$ cat src/rtl/scope_walk_pkg.sv
// Package: shared types for the static link chain walker.
// Assumes: nothing; holds only the controller state encoding.
package scope_walk_pkg;

    typedef enum logic [1:0] {
        WK_IDLE = 2'd0,   // waiting for a start request
        WK_REQ  = 2'd1,   // read request on the RAM port this cycle
        WK_WAIT = 2'd2    // waiting for read data to return
    } walk_state_t;

endpackage

$ cat src/rtl/swk_lat_timer.sv
// Module: swk_lat_timer
// Counts the cycles since a read request and flags the cycle in which
// the RAM data is valid (RD_LAT cycles after the request cycle).
// Assumes: RD_LAT >= 1; a new launch never arrives before data returns.
module swk_lat_timer #(
    parameter int RD_LAT = 1
) (
    input  logic clk,
    input  logic rst_n,
    input  logic launch_i,
    output logic data_valid_o
);
    localparam int LW = (RD_LAT < 2) ? 1 : $clog2(RD_LAT + 1);
    localparam logic [LW-1:0] LAT_V = LW'(RD_LAT);

    logic [LW-1:0] lat_cnt;

    // Purpose: advance the latency count from launch to data-valid.
    always_ff @(posedge clk) begin
        if (!rst_n) begin
            lat_cnt <= '0;
        end else if (launch_i) begin
            lat_cnt <= LW'(1);
        end else if (lat_cnt == LAT_V) begin
            lat_cnt <= '0;
        end else if (lat_cnt != '0) begin
            lat_cnt <= lat_cnt + LW'(1);
        end
    end

    assign data_valid_o = (lat_cnt == LAT_V);

    // the counter never passes the configured latency
    assert_lat_bound_R7: assert property (@(posedge clk) disable iff (!rst_n)
        lat_cnt <= LAT_V);

endmodule

$ cat src/rtl/swk_range_check.sv
// Module: swk_range_check
// Decides whether a fetched static link addresses a word inside the stack.
// Assumes: the stack occupies addresses 0 .. STACK_DEPTH-1.
module swk_range_check #(
    parameter int DATA_W      = 16,
    parameter int STACK_DEPTH = 1000
) (
    input  logic [DATA_W-1:0] link_i,
    output logic              link_ok_o
);
    localparam logic [DATA_W-1:0] LIMIT = DATA_W'(STACK_DEPTH);

    // Purpose: compare the full unsigned word against the stack size.
    always_comb begin
        link_ok_o = (link_i < LIMIT);
    end

endmodule

$ cat src/rtl/swk_walk_fsm.sv
// Module: swk_walk_fsm
// Control of the walk: latches the start base and level count, issues
// one read per level, replaces the working base with each fetched link,
// and reports the final base (or an abort) with a one-cycle done.
// Assumes: data_valid_i marks the RAM response to the last request;
// link_ok_i qualifies rd_data_i in that cycle.
module swk_walk_fsm
    import scope_walk_pkg::*;
#(
    parameter int ADDR_W = 10,
    parameter int DATA_W = 16,
    parameter int CNT_W  = 4
) (
    input  logic              clk,
    input  logic              rst_n,
    input  logic              start_i,
    input  logic [CNT_W-1:0]  levels_i,
    input  logic [ADDR_W-1:0] cur_base_i,
    input  logic              data_valid_i,
    input  logic              link_ok_i,
    input  logic [DATA_W-1:0] rd_data_i,
    output logic              rd_en_o,
    output logic [ADDR_W-1:0] rd_addr_o,
    output logic              done_o,
    output logic              error_o,
    output logic [ADDR_W-1:0] base_o
);
    walk_state_t       state;
    logic [ADDR_W-1:0] work_base;
    logic [CNT_W-1:0]  remain;
    logic [ADDR_W-1:0] link;

    assign link = rd_data_i[ADDR_W-1:0];

    // Purpose: sequence the walk and register the result and strobes.
    always_ff @(posedge clk) begin
        if (!rst_n) begin
            state     <= WK_IDLE;
            work_base <= '0;
            remain    <= '0;
            done_o    <= 1'b0;
            error_o   <= 1'b0;
            base_o    <= '0;
        end else begin
            done_o  <= 1'b0;
            error_o <= 1'b0;
            case (state)
                WK_IDLE: begin
                    if (start_i) begin
                        work_base <= cur_base_i;
                        remain    <= levels_i;
                        if (levels_i == '0) begin
                            done_o <= 1'b1;
                            base_o <= cur_base_i;
                        end else begin
                            state <= WK_REQ;
                        end
                    end
                end
                WK_REQ: begin
                    state <= WK_WAIT;
                end
                WK_WAIT: begin
                    if (data_valid_i) begin
                        if (!link_ok_i) begin
                            done_o  <= 1'b1;
                            error_o <= 1'b1;
                            base_o  <= work_base;
                            state   <= WK_IDLE;
                        end else begin
                            work_base <= link;
                            remain    <= remain - CNT_W'(1);
                            if (remain == CNT_W'(1)) begin
                                done_o <= 1'b1;
                                base_o <= link;
                                state  <= WK_IDLE;
                            end else begin
                                state <= WK_REQ;
                            end
                        end
                    end
                end
                default: state <= WK_IDLE;
            endcase
        end
    end

    // Purpose: drive the RAM read port from the request state.
    always_comb begin
        rd_en_o   = (state == WK_REQ);
        rd_addr_o = work_base;
    end

    // an error is only reported together with completion
    assert_err_with_done_R10: assert property (@(posedge clk) disable iff (!rst_n)
        error_o |-> done_o);

    // a read request lasts exactly one cycle
    assert_single_read_R7: assert property (@(posedge clk) disable iff (!rst_n)
        rd_en_o |=> !rd_en_o);

    // a zero-level start completes next cycle with the start base
    assert_zero_level_R3: assert property (@(posedge clk) disable iff (!rst_n)
        (state == WK_IDLE && start_i && levels_i == '0) |=>
        (done_o && !error_o && base_o == $past(cur_base_i)));

    // each accepted hop consumes exactly one level
    assert_hop_count_R4: assert property (@(posedge clk) disable iff (!rst_n)
        (state == WK_WAIT && data_valid_i && link_ok_i) |=>
        (remain == $past(remain) - CNT_W'(1)));

endmodule

$ cat src/rtl/scope_base_walker.sv
// Module: scope_base_walker (top)
// Follows a chain of static links in stack RAM to find the base of the
// activation record a given number of levels above the current one.
// Assumes: the stack RAM answers every read after exactly RD_LAT cycles,
// and cur_base_i lies inside the stack.
module scope_base_walker #(
    parameter int ADDR_W      = 10,
    parameter int DATA_W      = 16,
    parameter int CNT_W       = 4,
    parameter int STACK_DEPTH = 1000,
    parameter int RD_LAT      = 1
) (
    input  logic              clk,
    input  logic              rst_n,
    input  logic              start_i,
    input  logic [CNT_W-1:0]  levels_i,
    input  logic [ADDR_W-1:0] cur_base_i,
    output logic              done_o,
    output logic              error_o,
    output logic [ADDR_W-1:0] base_o,
    output logic              mem_rd_en_o,
    output logic [ADDR_W-1:0] mem_rd_addr_o,
    input  logic [DATA_W-1:0] mem_rd_data_i
);
    logic data_valid;
    logic link_ok;

    swk_lat_timer #(.RD_LAT(RD_LAT)) u_timer (
        .clk          (clk),
        .rst_n        (rst_n),
        .launch_i     (mem_rd_en_o),
        .data_valid_o (data_valid)
    );

    swk_range_check #(.DATA_W(DATA_W), .STACK_DEPTH(STACK_DEPTH)) u_range (
        .link_i    (mem_rd_data_i),
        .link_ok_o (link_ok)
    );

    swk_walk_fsm #(.ADDR_W(ADDR_W), .DATA_W(DATA_W), .CNT_W(CNT_W)) u_fsm (
        .clk          (clk),
        .rst_n        (rst_n),
        .start_i      (start_i),
        .levels_i     (levels_i),
        .cur_base_i   (cur_base_i),
        .data_valid_i (data_valid),
        .link_ok_i    (link_ok),
        .rd_data_i    (mem_rd_data_i),
        .rd_en_o      (mem_rd_en_o),
        .rd_addr_o    (mem_rd_addr_o),
        .done_o       (done_o),
        .error_o      (error_o),
        .base_o       (base_o)
    );

endmodule

$ cat config.mk
export PLATFORM = sky130hd
export DESIGN_NAME = scope_base_walker
export DESIGN_NICKNAME = d
export VERILOG_FILES = /design/src/rtl/scope_walk_pkg.sv /design/src/rtl/swk_lat_timer.sv /design/src/rtl/swk_range_check.sv /design/src/rtl/swk_walk_fsm.sv /design/src/rtl/scope_base_walker.sv
export SDC_FILE = /design/constraint.sdc
export NUM_CORES = 1
export LEC_CHECK = 0
export BUFFER_PORTS_ARGS = -buffer_cell sky130_fd_sc_hd__buf_2
export CORE_UTILIZATION = 30
export CTS_CLUSTER_DIAMETER = 30
export DETAILED_ROUTE_END_ITERATION = 6
export GPL_TIMING_DRIVEN = 0
export PLACE_DENSITY = 0.62
export SLEW_MARGIN = 0
export SYNTH_ARGS = -nofsm -noshare
export SYNTH_HDL_FRONTEND = slang
export SYNTH_SLANG_ARGS = --single-unit
$ cat constraint.sdc
create_clock -name clk -period 3.1 [get_ports clk]
set_clock_uncertainty 0.2 [all_clocks]
set_input_delay 0.775 -clock clk [delete_from_list [all_inputs] [get_ports clk]]
set_output_delay 0.775 -clock clk [all_outputs]
set_load 0.02 [all_outputs]
# After elaboration in Yosys (flattened, before gate mapping)
# Index checks and enable logic that the tools add are counted.
[word_totals]
ff_bits = 29
input_bits = 33
[classes]
add_sub_neg = 1
magnitude_cmp = 1
n_eq_ne = 9
mux = 28
reduce_logical = 7
[ops]
columns = ["op", "count"]
rows = [
  ["$mux W10", 8],
  ["$pmux W10 S2", 2],
  ["$lt A16 B10 Y1 const B", 1],
  ["$mux W4", 3],
  ["$mux W1", 8],
  ["$mux W2", 4],
  ["$pmux W4 S2", 1],
  ["$ne A2 B2 Y1 const B", 3],
  ["$pmux W2 S3", 1],
  ["$reduce_and A3 Y1", 2],
  ["$reduce_and A5 Y1", 1],
  ["$eq A4 B1 Y1 const B", 1],
  ["$logic_not A4 Y1", 1],
  ["$ne A2 B1 Y1 const B", 2],
  ["$reduce_and A4 Y1", 1],
  ["$sub A4 B1 Y4 const B", 1],
  ["$ne A3 B3 Y1 const B", 1],
  ["$eq A2 B1 Y1 const B", 1],
  ["$eq A2 B2 Y1 const B", 1],
  ["$logic_not A2 Y1", 1],
  ["$pmux W1 S2", 1],
  ["$reduce_bool A2 Y1", 1],
]

# Longest topological paths before layout
[depth]
word_depth = 5
mapped_depth = 8

# Modules after synthesis
# Synthesis repeated with hierarchy kept, for this count alone.
[hier_totals]
hier_cells = 186
hier_area_um2 = 1611.5
[by_module_without_submodules]
columns = ["module", "instances", "cells_each", "area_each_um2", "seq_area_each_um2"]
rows = [
  ["swk_walk_fsm", 1, 179, 1550.2, 560.5],
  ["swk_range_check", 1, 5, 35.0, 0.0],
  ["swk_lat_timer", 1, 2, 26.3, 20.0],
]

# Worst setup path after synthesis
# No wires, ideal clock.
[synth_path]
path_type = "input -> register"
startpoint = "input port mem_rd_data_i[13]"
endpoint = "register u_fsm.base_o[6]"
setup_ns = 0.119
arrival_time_ns = 2.100
t_required_ns = 2.781
path_slack_ns = 0.682
path_stages = 4
path_buffers = 0
path_cell_list = "nor4_2 or4b_4 o221a_1 o221a_1"
[synth_between]
elab_chain_len = 4
word_cells_on_any_way = 6
classes_between = "order compare: 1; eq/ne: 1; mux: 3; reduce/logical: 1"
[synth_lines]
columns = ["element", "line_no", "source"]
rows = [
  ["start, declared", "scope_base_walker.sv:23", "input logic [DATA_W-1:0] mem_rd_data_i"],
  ["$lt A16 B10 Y1 (*)", "swk_range_check.sv:15", "link_ok_o = (link_i < LIMIT);"],
  ["$mux W10", "swk_walk_fsm.sv:65", "if (!link_ok_i) begin"],
  ["$mux W10", "swk_walk_fsm.sv:64", "if (data_valid_i) begin"],
  ["$pmux W10 S2", "swk_walk_fsm.sv:47", "case (state)"],
  ["end signal, assigned", "swk_walk_fsm.sv:54", "base_o <= cur_base_i;"],
  ["end signal, assigned", "swk_walk_fsm.sv:68", "base_o <= work_base;"],
  ["end signal, assigned", "swk_walk_fsm.sv:75", "base_o <= link;"],
  ["end, declared", "swk_walk_fsm.sv:26", "output logic [ADDR_W-1:0] base_o"],
]
# Every way passes the cells marked *; elsewhere a longest branch is shown, timed or not. The select of a mux whose other input is x is not followed.
# A chain may end at the register's enable or synchronous reset.

# Worst setup path after layout
[layout_path]
startpoint = "input port mem_rd_data_i[13]"
endpoint = "register u_fsm.work_base[7], in the netlist u_fsm.rd_addr_o[7]"
[layout_between]
elab_chain_len = 3
[layout_lines]
columns = ["element", "line_no", "source"]
rows = [
  ["$lt A16 B10 Y1", "swk_range_check.sv:15", ""],
  ["$ne A2 B1 Y1 (no line)", "--", ""],
  ["$reduce_and A4 Y1 (no line)", "--", ""],
  ["end signal, assigned", "swk_walk_fsm.sv:50", "work_base <= cur_base_i;"],
  ["end signal, assigned", "swk_walk_fsm.sv:71", "work_base <= link;"],
  ["end, declared", "swk_walk_fsm.sv:29", "logic [ADDR_W-1:0] work_base;"],
]
# Every way passes these cells.

==> summary.txt <==
Logic synthesis
  – Netlist cell types: 37
  – Synth Area in XOR/XNOR: 0%
  – Ys Warns: 0
  – FF+latch count, synth: 29
  – Syn avg cell area: between 8 and 9 sq um
  – Post-Synth Simple-Gate Area: about a fifth
  – Cells after Synth: between 150 and 200
  – Largest family of logic cells by synthesized area: compound AO/OA/AOI/OAI gates
  – Proportion of synthesized area in mux cells: 3.97%
  – Adder-cell area share of the yosys netlist: approximately 1.6%
  – Post-synthesis sequential area ratio: a little under two fifths
  – Post-synth net total: ~220
  – Syn Std Cell Area: around 1500 sq um
  – Compound-Gate Fraction of Synth Area: between 30% and 40%

STA
  – Final period utilization: between 80 and 90%
  – Worst-margin pin slew: 0.574 ns
  – Fmax: ~380 MHz
  – Minimum clock period: 2.60 ns
  – Final setup fails: 0
  – Fin. max-slew vios: 0
  – Final hold vios: 0
  – Final setup TNS: 0 ns
  – RSZ-0062 raised after global routing: no
  – Slew headroom: between 60% and 70%

Finish
  – Core Util, Final: between 40% and 50%
  – Final net count: 281
  – Share of layout cells above drive strength 1: 31.6%
  – Area Overhead vs Synth: 28.6%
  – Commonest non-fill, non-tap cell in the layout: buf_2
  – N_diodes: 0
  – Most frequent cells in the layout: buf_2 (58), nand2_1 (40), dfxtp_1 (29), a21oi_1 (16), clkbuf_1 (12)

Power and ir drop
  – PD cells: 498 nW/um^2
  – Leakage: 0.000868 uW
  – Max VDD drop: between 0.0002 and 0.00025 V

Outcome
  – Status: finished, final reports clean

CTS
  – Hold Buf Count CTS: 0
  – Reg clk slew, reported paths: approximately 0.060 ns
  – Clock Tree Root: clkbuf_8
  – Post-CTS Resized: 0
  – Setup repair bufs after CTS: 0
  – H-tree depth: 2
  – Clk sinks: 29
  – Clk buf depth: 2
  – CTS tree: done
  – Cts bufs inserted: 5
  – Clk_lat worst skew: roughly 0.27 ns

GRT
  – Vias in the first global route: 1604
  – Largest net degree at the start of global routing: 11
  – First-pass GRT wire length: a little under 8000 um
  – Initial antenna violation count: 0
  – Global Route Usage Sum: approximately a fifth
  – Remaining global-route overflow: 0

Drt
  – Vias: 1685
  – Routed vias/inst: roughly 5.4
  – Initial DRC Count: 74
  – Drt total wl: 4970 um
  – Drt pass-1 iters: 4
  – DRT antenna net count: 0
  – Drt wl/cell: 15.8 um
  – Residual DRC count: 0

Die
  – Initial Util: between 30% and 40%
  – Die Y: approximately 74 um
  – IO Pins: 56
  – Full die area: 5440 sq um
  – Core region area: just under 5000 sq um
  – Row cnt: 25
  – Die W: ~74 um

Job
  – Number of max-cap violations: 0

Worst setup path
  – CP Capture Type: flip-flop
  – CP required: 3.04 ns
  – Startpoint types: primary input
  – Maximum fanout along the worst path: 10
  – Reg-to-reg critical path startpoint: u_fsm.remain[1]
  – Worst EP arrival: about 2.5 ns
  – Crit path launch: mem_rd_data_i[13]
  – Critical path class: primary input to flip-flop

Placement
  – Post-DP HPWL: 3610 um
  – Number of buffers added on ports: 55
  – Final GP Congestion: 0.846

Worst hold path
  – Worst min path class: flip-flop to flip-flop
  – Min-delay src: u_timer.data_valid_o
==> layer usage <==
| metal | GRT usage [%] | part of all wire [%] | vias to the layer above |
|---|---|---|---|
| met4 | 3.63 | 0.58 | 0 |
| met3 | 4.53 | 6.1 | 6 |
| met2 | 31.3 | 47 | 58 |
| met1 | 25.8 | 46 | 802 |
| li1 | - | - | 819 |
| met5 | 0 | 0 | - |
==> cells by family (layout without fill, tap and decap cells) <==
logic type	after synthesis	after routing
flip-flops	29	29
adder cells (fa/ha/maj)	2	2
multiplexers	6	6
AND/OR/NAND/NOR	64	64
AO/OA/AOI/OAI	64	64
buffers and inverters	19	82
==> layout make-up <==
class                           instances  area, sq um
Clock inverter                          2         10.0
Clock buffer                            6         72.6
Buffer                                 15         60.1
Tap cell                               67         83.8
Fill cell                             527         2860
Sequential cell                        29          581
Timing Repair Buffer                   55          275
Multi-Input combinational cell        136          890
Inverter                                4         15.0
==> state kept, by name, summed over array words and instances (netlist names) <==
signal,cells
u_fsm.rd_addr_o,10
u_fsm.state,2
u_fsm.error_o,1
u_timer.data_valid_o,1
u_fsm.remain,4
u_fsm.base_o,10
u_fsm.done_o,1
==> worst max-delay path, stage by stage <==
cell	delay (ns)
buf_2	0.10
nor4_2	0.49
o211ai_1	0.21
buf_2	0.27
a21oi_1	0.27
buf_2	0.29
a311oi_1	0.13
==> report_power, final <==
part / switching, uW / internal (uW) / total (uW)
registers: 25.7 / 408 / 433
clock network: 144 / 155 / 299
logic: 161 / 95.9 / 257
total: 331 / 659 / 989
==> synth_stat cells <==
cell | number | area [sq um]
o221a_2 | 9 | 101
o221a_1 | 6 | 67.6
nor4_2 | 1 | 12.5
mux2_2 | 1 | 11.3
nor3b_1 | 1 | 7.51
buf_2 | 3 | 15.0
nand3_1 | 3 | 15.0
a311oi_1 | 10 | 87.6
a31oi_1 | 1 | 6.26
clkbuf_1 | 11 | 41.3
nor4_1 | 2 | 12.5
o211ai_1 | 5 | 37.5
o21a_1 | 2 | 15.0
a2111oi_0 | 1 | 8.76
and2_1 | 2 | 12.5
a211oi_1 | 1 | 7.51
nand2_1 | 40 | 150
o32ai_1 | 1 | 8.76
nand2b_1 | 1 | 6.26
nand4_1 | 1 | 6.26
o21ai_0 | 5 | 25.0
inv_1 | 4 | 15.0
a21bo_2 | 1 | 10.0
nor3_1 | 2 | 10.0
ha_1 | 2 | 25.0
a21oi_1 | 16 | 80.1
a221oi_1 | 1 | 8.76
or3b_1 | 1 | 8.76
o211a_1 | 3 | 30.0
nor2_1 | 8 | 30.0
o31ai_1 | 1 | 7.51
mux2i_1 | 5 | 50.1
or4b_4 | 1 | 13.8
buf_1 | 1 | 3.75
a32o_1 | 1 | 10.0
nor2b_1 | 1 | 6.26
dfxtp_1 | 29 | 581
==> per-stage QoR <==
step | setup WS (ns) | power, uW | instance area, sq um | instances | hold slack (ns)
after floorplan | 0.682 | 599 | 1550 | 184 | 0.232
after global placement | 0.263 | 692 | 1900 | 306 | 0.251
after detailed placement | 0.224 | 696 | 1900 | 306 | 0.254
after CTS | 0.516 | 994 | 1990 | 314 | 0.263
after global routing | 0.290 | 1040 | 1990 | 314 | 0.300
final | 0.501 | 989 | 1990 | 314 | 0.264
==> final timing paths <==
check | to | slack [ns] | depth (start not counted)
max | u_fsm.rd_addr_o[7] | 0.50 | 7
min | u_fsm.error_o | 0.26 | 2
max reg2reg | u_fsm.base_o[6] | 0.70 | 7
min reg2reg | u_fsm.error_o | 0.26 | 2
(Power assumes the default switching activity.)
